### src/rtl/sar_seq_pkg.sv
package sar_seq_pkg;

  typedef enum logic [4:0] {
    PH_IDLE = 5'b00001,
    PH_CLR  = 5'b00010,
    PH_SMP  = 5'b00100,
    PH_MSB  = 5'b01000,
    PH_BIT  = 5'b10000
  } phase_e;

  typedef enum logic [1:0] {
    PL_GND = 2'b00,
    PL_REF = 2'b01,
    PL_FLT = 2'b10
  } plate_e;

  typedef struct packed {
    logic rst;
    logic smp1;
    logic smp2;
    logic smp3;
    logic jct;
  } sw_t;

  // switch states held during each phase
  function automatic sw_t sw_table(phase_e ph);
    sw_t s;
    s = '0;
    unique case (ph)
      PH_CLR: begin s.rst = 1'b1; s.smp2 = 1'b1; s.smp3 = 1'b1; end
      PH_SMP: begin s.smp1 = 1'b1; s.smp2 = 1'b1; s.smp3 = 1'b1; end
      PH_MSB: s.smp3 = 1'b1;
      PH_BIT: s.jct = 1'b1;
      default: s = '0;
    endcase
    return s;
  endfunction

  // bottom-plate select of capacitor k while bit bit_i is being decided
  function automatic plate_e plate_sel(phase_e ph, int unsigned bit_i,
                                       int unsigned k, logic trial_k,
                                       int unsigned top);
    if (ph == PH_MSB) begin
      if (k == top)     return PL_FLT;
      if (k == top - 1) return PL_REF;
      return PL_GND;
    end
    if (ph == PH_BIT) begin
      if (k > bit_i)  return trial_k ? PL_REF : PL_GND;
      if (k == bit_i) return PL_REF;
    end
    return PL_GND;
  endfunction

endpackage

### src/rtl/sar_phase_ctrl.sv
module sar_phase_ctrl
  import sar_seq_pkg::*;
#(
  parameter int NBITS   = 10,
  parameter int RST_CYC = 4,
  parameter int SMP_CYC = 6
) (
  input  logic                     clk,
  input  logic                     rst_n,
  input  logic                     start,
  output phase_e                   phase_q,
  output phase_e                   phase_d,
  output logic [$clog2(NBITS)-1:0] bit_q,
  output logic [$clog2(NBITS)-1:0] bit_d,
  output logic                     accept,
  output logic                     conv_end
);
  localparam int BW   = $clog2(NBITS);
  localparam int CMAX = (RST_CYC > SMP_CYC) ? RST_CYC : SMP_CYC;
  localparam int CW   = $clog2(CMAX + 1);

  logic [CW-1:0] cnt_q, cnt_d;

  always_comb begin
    phase_d = phase_q;
    bit_d   = bit_q;
    cnt_d   = cnt_q;
    unique case (phase_q)
      PH_IDLE: if (start) begin
        phase_d = PH_CLR;
        cnt_d   = CW'(RST_CYC - 1);
      end
      PH_CLR: if (cnt_q == '0) begin
        phase_d = PH_SMP;
        cnt_d   = CW'(SMP_CYC - 1);
      end else begin
        cnt_d = cnt_q - CW'(1);
      end
      PH_SMP: if (cnt_q == '0) begin
        phase_d = PH_MSB;
        bit_d   = BW'(NBITS - 1);
      end else begin
        cnt_d = cnt_q - CW'(1);
      end
      PH_MSB: begin
        phase_d = PH_BIT;
        bit_d   = BW'(NBITS - 2);
      end
      PH_BIT: if (bit_q == '0) phase_d = PH_IDLE;
              else bit_d = bit_q - BW'(1);
      default: phase_d = PH_IDLE;
    endcase
  end

  assign accept   = (phase_q == PH_IDLE) && start;
  assign conv_end = (phase_q == PH_BIT) && (bit_q == '0);

  always_ff @(posedge clk or negedge rst_n) begin
    if (!rst_n) begin
      phase_q <= PH_IDLE;
      bit_q   <= '0;
      cnt_q   <= '0;
    end else begin
      phase_q <= phase_d;
      bit_q   <= bit_d;
      cnt_q   <= cnt_d;
    end
  end
endmodule

### src/rtl/sar_bit_reg.sv
module sar_bit_reg
  import sar_seq_pkg::*;
#(
  parameter int NBITS = 10
) (
  input  logic                     clk,
  input  logic                     rst_n,
  input  logic                     accept,
  input  logic                     conv_end,
  input  phase_e                   phase_q,
  input  logic [$clog2(NBITS)-1:0] bit_q,
  input  logic                     cmp_hi,
  output logic [NBITS-1:0]         trial_d,
  output logic [NBITS-1:0]         code,
  output logic                     done
);
  logic [NBITS-1:0] trial_q;
  logic             decide;

  assign decide = (phase_q == PH_MSB) || (phase_q == PH_BIT);

  always_comb begin
    trial_d = trial_q;
    if (accept)      trial_d = '0;
    else if (decide) trial_d[bit_q] = ~cmp_hi;
  end

  always_ff @(posedge clk or negedge rst_n) begin
    if (!rst_n) begin
      trial_q <= '0;
      code    <= '0;
      done    <= 1'b0;
    end else begin
      trial_q <= trial_d;
      done    <= conv_end;
      if (conv_end) code <= trial_d;
    end
  end
endmodule

### src/rtl/sar_switch_dec.sv
module sar_switch_dec
  import sar_seq_pkg::*;
#(
  parameter int NBITS = 10
) (
  input  logic                     clk,
  input  logic                     rst_n,
  input  phase_e                   phase_d,
  input  logic [$clog2(NBITS)-1:0] bit_d,
  input  logic [NBITS-1:0]         trial_d,
  output sw_t                      sw,
  output logic [2*NBITS-1:0]       plate
);
  always_ff @(posedge clk or negedge rst_n) begin
    if (!rst_n) sw <= '0;
    else        sw <= sw_table(phase_d);
  end

  for (genvar k = 0; k < NBITS; k++) begin : g_cap
    plate_e pl_q;
    always_ff @(posedge clk or negedge rst_n) begin
      if (!rst_n) pl_q <= PL_GND;
      else pl_q <= plate_sel(phase_d, 32'(bit_d), k, trial_d[k], NBITS - 1);
    end
    assign plate[2*k +: 2] = pl_q;
  end
endmodule

### src/rtl/sar_seq_ctrl.sv
module sar_seq_ctrl
  import sar_seq_pkg::*;
#(
  parameter int NBITS   = 10,
  parameter int RST_CYC = 4,
  parameter int SMP_CYC = 6
) (
  input  logic               clk,
  input  logic               rst_n,
  input  logic               start,
  input  logic               cmp_hi,
  output logic               sw_rst,
  output logic               sw_smp1,
  output logic               sw_smp2,
  output logic               sw_smp3,
  output logic               sw_jct,
  output logic [2*NBITS-1:0] plate,
  output logic               done,
  output logic [NBITS-1:0]   code
);
  localparam int BW = $clog2(NBITS);

  phase_e           phase_q, phase_d;
  logic [BW-1:0]    bit_q, bit_d;
  logic             accept;    // start taken this edge
  logic             conv_end;  // last decision captured this edge
  logic [NBITS-1:0] trial_d;
  sw_t              sw;

  sar_phase_ctrl #(.NBITS(NBITS), .RST_CYC(RST_CYC), .SMP_CYC(SMP_CYC)) u_phase (
    .clk(clk), .rst_n(rst_n), .start(start),
    .phase_q(phase_q), .phase_d(phase_d), .bit_q(bit_q), .bit_d(bit_d),
    .accept(accept), .conv_end(conv_end)
  );

  sar_bit_reg #(.NBITS(NBITS)) u_bits (
    .clk(clk), .rst_n(rst_n), .accept(accept), .conv_end(conv_end),
    .phase_q(phase_q), .bit_q(bit_q), .cmp_hi(cmp_hi),
    .trial_d(trial_d), .code(code), .done(done)
  );

  sar_switch_dec #(.NBITS(NBITS)) u_dec (
    .clk(clk), .rst_n(rst_n), .phase_d(phase_d), .bit_d(bit_d),
    .trial_d(trial_d), .sw(sw), .plate(plate)
  );

  assign sw_rst  = sw.rst;
  assign sw_smp1 = sw.smp1;
  assign sw_smp2 = sw.smp2;
  assign sw_smp3 = sw.smp3;
  assign sw_jct  = sw.jct;
endmodule

### config.mk
export PLATFORM = sky130hd
export DESIGN_NAME = sar_seq_ctrl
export DESIGN_NICKNAME = d
export VERILOG_FILES = /design/src/rtl/sar_seq_pkg.sv /design/src/rtl/sar_phase_ctrl.sv /design/src/rtl/sar_bit_reg.sv /design/src/rtl/sar_switch_dec.sv /design/src/rtl/sar_seq_ctrl.sv
export SDC_FILE = /design/constraint.sdc
export NUM_CORES = 1
export LEC_CHECK = 0
export BUFFER_PORTS_ARGS = -buffer_cell sky130_fd_sc_hd__buf_2
export CAP_MARGIN = 20
export CORE_MARGIN = 2
export CORE_UTILIZATION = 40
export CTS_CLUSTER_SIZE = 24
export DETAILED_ROUTE_END_ITERATION = 6
export HOLD_SLACK_MARGIN = 0.06
export PLACE_DENSITY_LB_ADDON = 0.08
export SLEW_MARGIN = 30
export SYNTH_ARGS = -nofsm -noshare
export SYNTH_HDL_FRONTEND = slang
export SYNTH_SLANG_ARGS = --single-unit
### constraint.sdc
create_clock -name clk -period 4.8 [get_ports clk]
set_input_delay 0.24 -clock clk [delete_from_list [all_inputs] [get_ports clk]]
set_output_delay 0.24 -clock clk [all_outputs]
set_load 0.03 [all_outputs]
Yosys cells after proc, flatten, opt, wreduce, memory -nomap -nowiden

Cells that the tools add are included.

Output and inout port bits: 36
Word-level logic and storage cells: 228
Register bits: 58

$add $sub $neg: 2
Bitwise gates (word level): 1
Order comparisons: 11
Reductions and logical operators: 11
Mux-type cells: 162
Equality and inequality tests: 20

Operator list:

| operator                                                                        | count |
|---|---|
| 2-bit two-way mux                                                               | 62 |
| 1-bit two-way mux                                                               | 84 |
| 5-bit case mux with 5 select lines                                              | 1 |
| 10-bit two-way mux                                                              | 2 |
| 5-bit two-way mux                                                               | 4 |
| 3-bit by 4-bit equality test with 1-bit output (first input constant)           | 4 |
| 3-bit by 4-bit greater-than comparator with 1-bit output (first input constant) | 4 |
| 4-bit case mux with 3 select lines                                              | 1 |
| 10-bit bitwise mux                                                              | 1 |
| 5-bit by 2-bit equality test with 1-bit output (second input constant)          | 2 |
| 5-bit by 3-bit equality test with 1-bit output (second input constant)          | 2 |
| 5-bit by 4-bit equality test with 1-bit output (second input constant)          | 2 |
| 5-bit equality test (second input constant)                                     | 2 |
| 3-bit two-way mux                                                               | 3 |
| 3-bit case mux with 3 select lines                                              | 1 |
| 2-bit by 4-bit equality test with 1-bit output (first input constant)           | 2 |
| 4-bit equality test (first input constant)                                      | 2 |
| 2-bit by 4-bit greater-than comparator with 1-bit output (first input constant) | 2 |
| 4-bit greater-than comparator (first input constant)                            | 2 |
| 4-bit zero test                                                                 | 2 |
| 4-bit two-way mux                                                               | 2 |
| 5-bit by 1-bit equality test with 1-bit output (second input constant)          | 1 |
| 4-bit by 5-bit less-than comparator with 1-bit output (second input constant)   | 1 |
| 1-bit demux with 4-bit select                                                   | 1 |
| other kinds (14)                                                                | 17 |

Longest topological paths before layout

Depth after elaboration: 14
Depth in mapped cells: 10
Mapped depth without buffers: 10

By module

From an unflattened synthesis, not the netlist that was laid out.

Cell total of the unflattened synthesis: 267
Area, all modules: 2,720.1 um^2

Modules (own cells, without submodules):

| module         | seq. area each (um^2) | times used | cells an instance | area an instance (um^2) |
|---|---|---|---|---|
| sar_bit_reg    | 525.5                 | 1          | 106               | 1,084.8 |
| sar_phase_ctrl | 301.5                 | 1          | 93                | 873.3 |
| sar_switch_dec | 400.4                 | 1          | 68                | 762.0 |

Worst setup path before layout

No wires, ideal clock.

Kind: reg-to-reg
Start: register u_phase.bit_q[0]
End: register u_dec.g_cap[8].pl_q[0]
Period minus slack after synthesis: 2.086 ns
Setup time: 0.082 ns
Arrival: 2.003 ns
Cell stages (with the launch flop): 11
Setup slack: 2.714 ns
Cells stage by stage: dfrtp_1 > inv_1 > ha_1 > or3b_1 > nand3_1 > nand2_1 > o21ai_4 > inv_2 > a2111oi_4 > mux2i_1 > o22ai_1

Elaborated cells between the ends (all ways): 34
Classes of those cells: add/sub: 1; order compare: 3; eq/ne: 3; mux: 25; reduce/logical: 2

RTL lines:

| what                                                                           | RTL line                                   | text |
|---|---|---|
| from (decl)                                                                    | sar_phase_ctrl.sv:13                       | `output logic [$clog2(NBITS)-1:0] bit_q,` |
| from (signal assigned)                                                         | sar_phase_ctrl.sv:65                       | `bit_q <= bit_d;` |
| 4-bit by 1-bit subtractor with 4-bit output or 4-bit zero test (tied branches) | sar_phase_ctrl.sv:50, sar_phase_ctrl.sv:49 |  |
| 4-bit two-way mux                                                              | sar_phase_ctrl.sv:49                       | `PH_BIT: if (bit_q == '0) phase_d = PH_IDLE;` |
| 4-bit case mux with 3 select lines *                                           | sar_phase_ctrl.sv:28                       | `unique case (phase_q)` |
| via bit_d[0]                                                                   | sar_seq_ctrl.sv:24                         | `logic [BW-1:0] bit_q, bit_d;` |
| 4-bit greater-than comparator                                                  | sar_seq_pkg.sv:49                          | `if (k > bit_i) return trial_k ? PL_REF : PL_GND;` |
| 1-bit two-way mux                                                              | sar_seq_pkg.sv:49                          |  |
| 1-bit two-way mux (2 in a row)                                                 | sar_seq_pkg.sv:48                          | `if (ph == PH_BIT) begin` |
| 1-bit two-way mux                                                              | sar_seq_pkg.sv:50                          | `if (k == bit_i) return PL_REF;` |
| 1-bit two-way mux (2 in a row)                                                 | sar_seq_pkg.sv:48                          |  |
| 2-bit two-way mux *                                                            | sar_seq_pkg.sv:52                          | `return PL_GND;` |
| 2-bit two-way mux *                                                            | sar_seq_pkg.sv:48                          |  |
| to (signal assigned)                                                           | sar_switch_dec.sv:23                       | `else pl_q <= plate_sel(phase_d, 32'(bit_d), k, trial_d[k], NBITS - 1);` |
| to (decl)                                                                      | sar_switch_dec.sv:20                       | `plate_e pl_q;` |

Mark *: on every way through the listed nets, which the timed path passes. The rest lies on a longest branch. The select of a mux whose other input is x is not followed.
A chain may end at the register's enable or synchronous reset.

Worst setup path in the final report

Same ends and word-level chain as after synthesis.

==> metrics.yaml <==
status: "completed"
syn_avg_cell_area_um2: 11.1
finalHoldViolCount: 0
dieArea_mm2: 0.00667
num_io_pins: 40
layout-drive-gt1-share_pct: 28.7
final-setup-viol-count: 0
synth_cell_types: 60
wl_met3_um: 190
post-route-min-period_ns: 2.46
clock_path_buffers: 2
die_h_um: 81.7
wl_met2_um: 2160
yosysTopAreaCell: "dfrtp_1"
async_flop_share_pct: 100
routed_wl_um: 4920
crit_fanout: 6
core_mm2: 0.00589
reg2reg_depth: 10
hold_class: "in2reg"
grt_first_pass_wirelength_um: 8210
p_sw_share_pct: 28.7
track_usage_pct: 16.4
highest_layer: "met4"
clockPowerShare_pct: 35.9
num-fill-cells: 563
die_w_um: 81.7
drt.antenna.violating_nets: 0
antenna_found_initial: 0
ys_ff_latch: 49
cts_sinks: 49
drc: 0
cts_made_buffers: 5
max_freq_mhz: 406
power.switching_mw: 0.279
final.setup.tns_ns: 0
tightest_slew_ns: 0.756
rr_endpoint: "u_dec.g_cap[8].pl_q[0]$_DFF_PN0_"
drtIter0Drc: 94
synthTopCellsByArea: "dfrtp_1 50%, mux2_2 3.7%, buf_4 3.1%"
htreeDepth: 2
grt_max_degree: 50
hpwlAfterDp_um: 3350
grt_pass1_vias: 1612
cts_root_buf: "clkbuf_8"
cts_tree: "yes"
via_count: 1616
hold_path.startpoint: "cmp_hi"
grt_overflow: 0
clock_latency_ns: 0.31
wl_met1_um: 2480
synth_cells: 217
cp-end-kind: "flop"
power.density_mw_per_mm2: 357
rows: 28
yosysWarningCount: 0
final.setup_skew_ns: 0.00605
finalNetCount: 256
path_class: "reg2reg"
syn_area_mm2: 0.00241
wire_per_inst_um: 15.3
viasPerCell: 5.02
final_area_mm2: 0.00272
clk_pin_slew_ns: 0.09
reg2reg_from: "u_phase.bit_q[0]$_DFF_PN0_"
crit_arrival_ns: 2.69
grt_setup_unrepaired: "no"
required_ns: 5.02
place.gp.congestion: 0.824
seq_area_frac_synth_pct: 50.9
worstSetupStartpointType: "flop"
fin_crit_sh_pct: 51.3
synth_edf_count: 0
portBuffers: 30
place_area_mm2: 0.00258
start_util_pct: 41.0
slew_headroom_pct: 49.6
power_frac_seq_pct: 47.6
antennaDiodeCount: 0
leakage_nw: 1.34
maxCapViolCount: 0
area_growth_pct: 12.7
post_cts_buffers: 0
crit_start: "u_phase.bit_q[0]$_DFF_PN0_"
drtPass1Iterations: 4
synth_top_area_share_pct: 49.8
whs_path_depth: 3
power_frac_comb_pct: 16.5
power.internal_mw: 0.692
vdd_drop_max_uv: 158
slew_violations: 0
r2r_slack_ns: 2.34
ys.flop_type: "dfrtp_1"
min_to: "u_bits.trial_q[0]$_DFF_PN0_"
[cells by family after synthesis]
logic type | synth area share [%]
compound gates | 15.2
simple gates | 17.5
mux | 6.22
fa+ha+maj | 3.11
other cells | 0.155
flops | 50.9
xor+xnor | 0.363
buf+inv | 6.58
[state kept, by name, summed over array words and instances (netlist names)]
| signal | cells |
|---|---|
| u_phase.bit_q | 4 |
| u_bits.trial_q | 10 |
| u_dec.g_cap.pl_q | 11 |
| u_phase.phase_q | 5 |
| u_bits.done | 1 |
| u_phase.cnt_q | 3 |
| u_dec.sw | 5 |
| u_bits.code | 10 |
[stage by stage]
step           worst slack (ns)  util [%]  hold WS, ns  power (mW)  std cells
2_1_floorplan              2.71         -      -0.0556       0.594        225
3_3_place_gp               2.27      43.7        0.458       0.631        313
3_5_place_dp               2.38      43.8        0.305       0.633        313
4_1_cts                    2.34      46.2        0.331       0.983        322
5_1_grt                    2.14      46.2        0.385        1.02        322
6_report                   2.34      46.2        0.330       0.971        322
[power by group through the flow]
stage          Combinational [mW]  Clock [mW]  Sequential [mW]
6_report                    0.161       0.348            0.462
5_1_grt                     0.183       0.371            0.466
4_1_cts                     0.164       0.356            0.462
3_5_place_dp                0.163           0            0.470
3_3_place_gp                0.162           0            0.469
2_1_floorplan               0.105           0            0.489
[area by class of cell]
class	instances	area, µm²	share of cell area (%)
Sequential cell	49	1230	45.1
Clock buffer	5	68.8	2.53
Tap cell	75	93.8	3.45
Multi-Input combinational cell	147	1060	38.9
Inverter	12	45.0	1.66
Timing Repair Buffer	31	163	5.98
Clock inverter	3	65.1	2.39
[cells in the mapped netlist, types with 2 or more instances]
library cell / instances
nor2_1: 16
clkbuf_1: 2
nor3_1: 3
mux2i_1: 6
and4_1: 2
nor2_2: 3
mux2_2: 8
o21ai_0: 7
ha_1: 6
a21o_1: 3
nand2_1: 12
o31ai_1: 5
nand3b_1: 2
nand2b_1: 4
a21oi_2: 3
a21oi_1: 11
nor2b_1: 3
inv_1: 8
buf_4: 10
nand3_1: 6
or3_1: 6
inv_2: 3
buf_2: 3
dfrtp_1: 48
o22ai_1: 2
[worst max path at each step]
stage,depth (start not counted),end
global placement,10,u_dec.g_cap[8].pl_q[0]$_DFF_PN0_
detailed placement,10,u_dec.g_cap[8].pl_q[0]$_DFF_PN0_
CTS,10,u_dec.g_cap[8].pl_q[0]$_DFF_PN0_
global route,10,u_dec.g_cap[8].pl_q[0]$_DFF_PN0_
finish,10,u_dec.g_cap[8].pl_q[0]$_DFF_PN0_
floorplan,10,u_dec.g_cap[8].pl_q[0]$_DFF_PN0_
[layer usage]
metal | vias up | track usage [%]
met5 | - | 0
met4 | 0 | 6.67
met3 | 6 | 3.08
met2 | 44 | 24.8
met1 | 768 | 23.3
li1 | 798 | -
[critical path: stages (launching register included)]
cell and delay [ns]:
dfrtp_1 0.46, inv_1 0.17, ha_1 0.30, or3b_1 0.42, nand3_1 0.14, nand2_1 0.11, o21ai_4 0.11, inv_2 0.11
a2111oi_4 0.28, mux2i_1 0.13, o22ai_1 0.15
[placed cells by master, fill, tap and decap left out, types with 4 or more instances in the layout]
cell / instances
nor2_1: 16
nand3_1: 6
o21ai_0: 7
buf_2: 29
a21oi_1: 11
or3_1: 6
conb_1: 9
inv_1: 8
mux2i_1: 6
ha_1: 6
dfrtp_1: 48
o31ai_1: 5
clkbuf_8: 5
nand2_1: 12
mux2_2: 8
nand2b_1: 4
[repair_timing]
action / CTS / global route
resized for setup: 0 / 0
setup endpoints to repair: 0 / 0
hold buffers: 1 / 0
hold endpoints to repair: 48 / 0
Note: power is estimated with default switching activity, not from simulation.
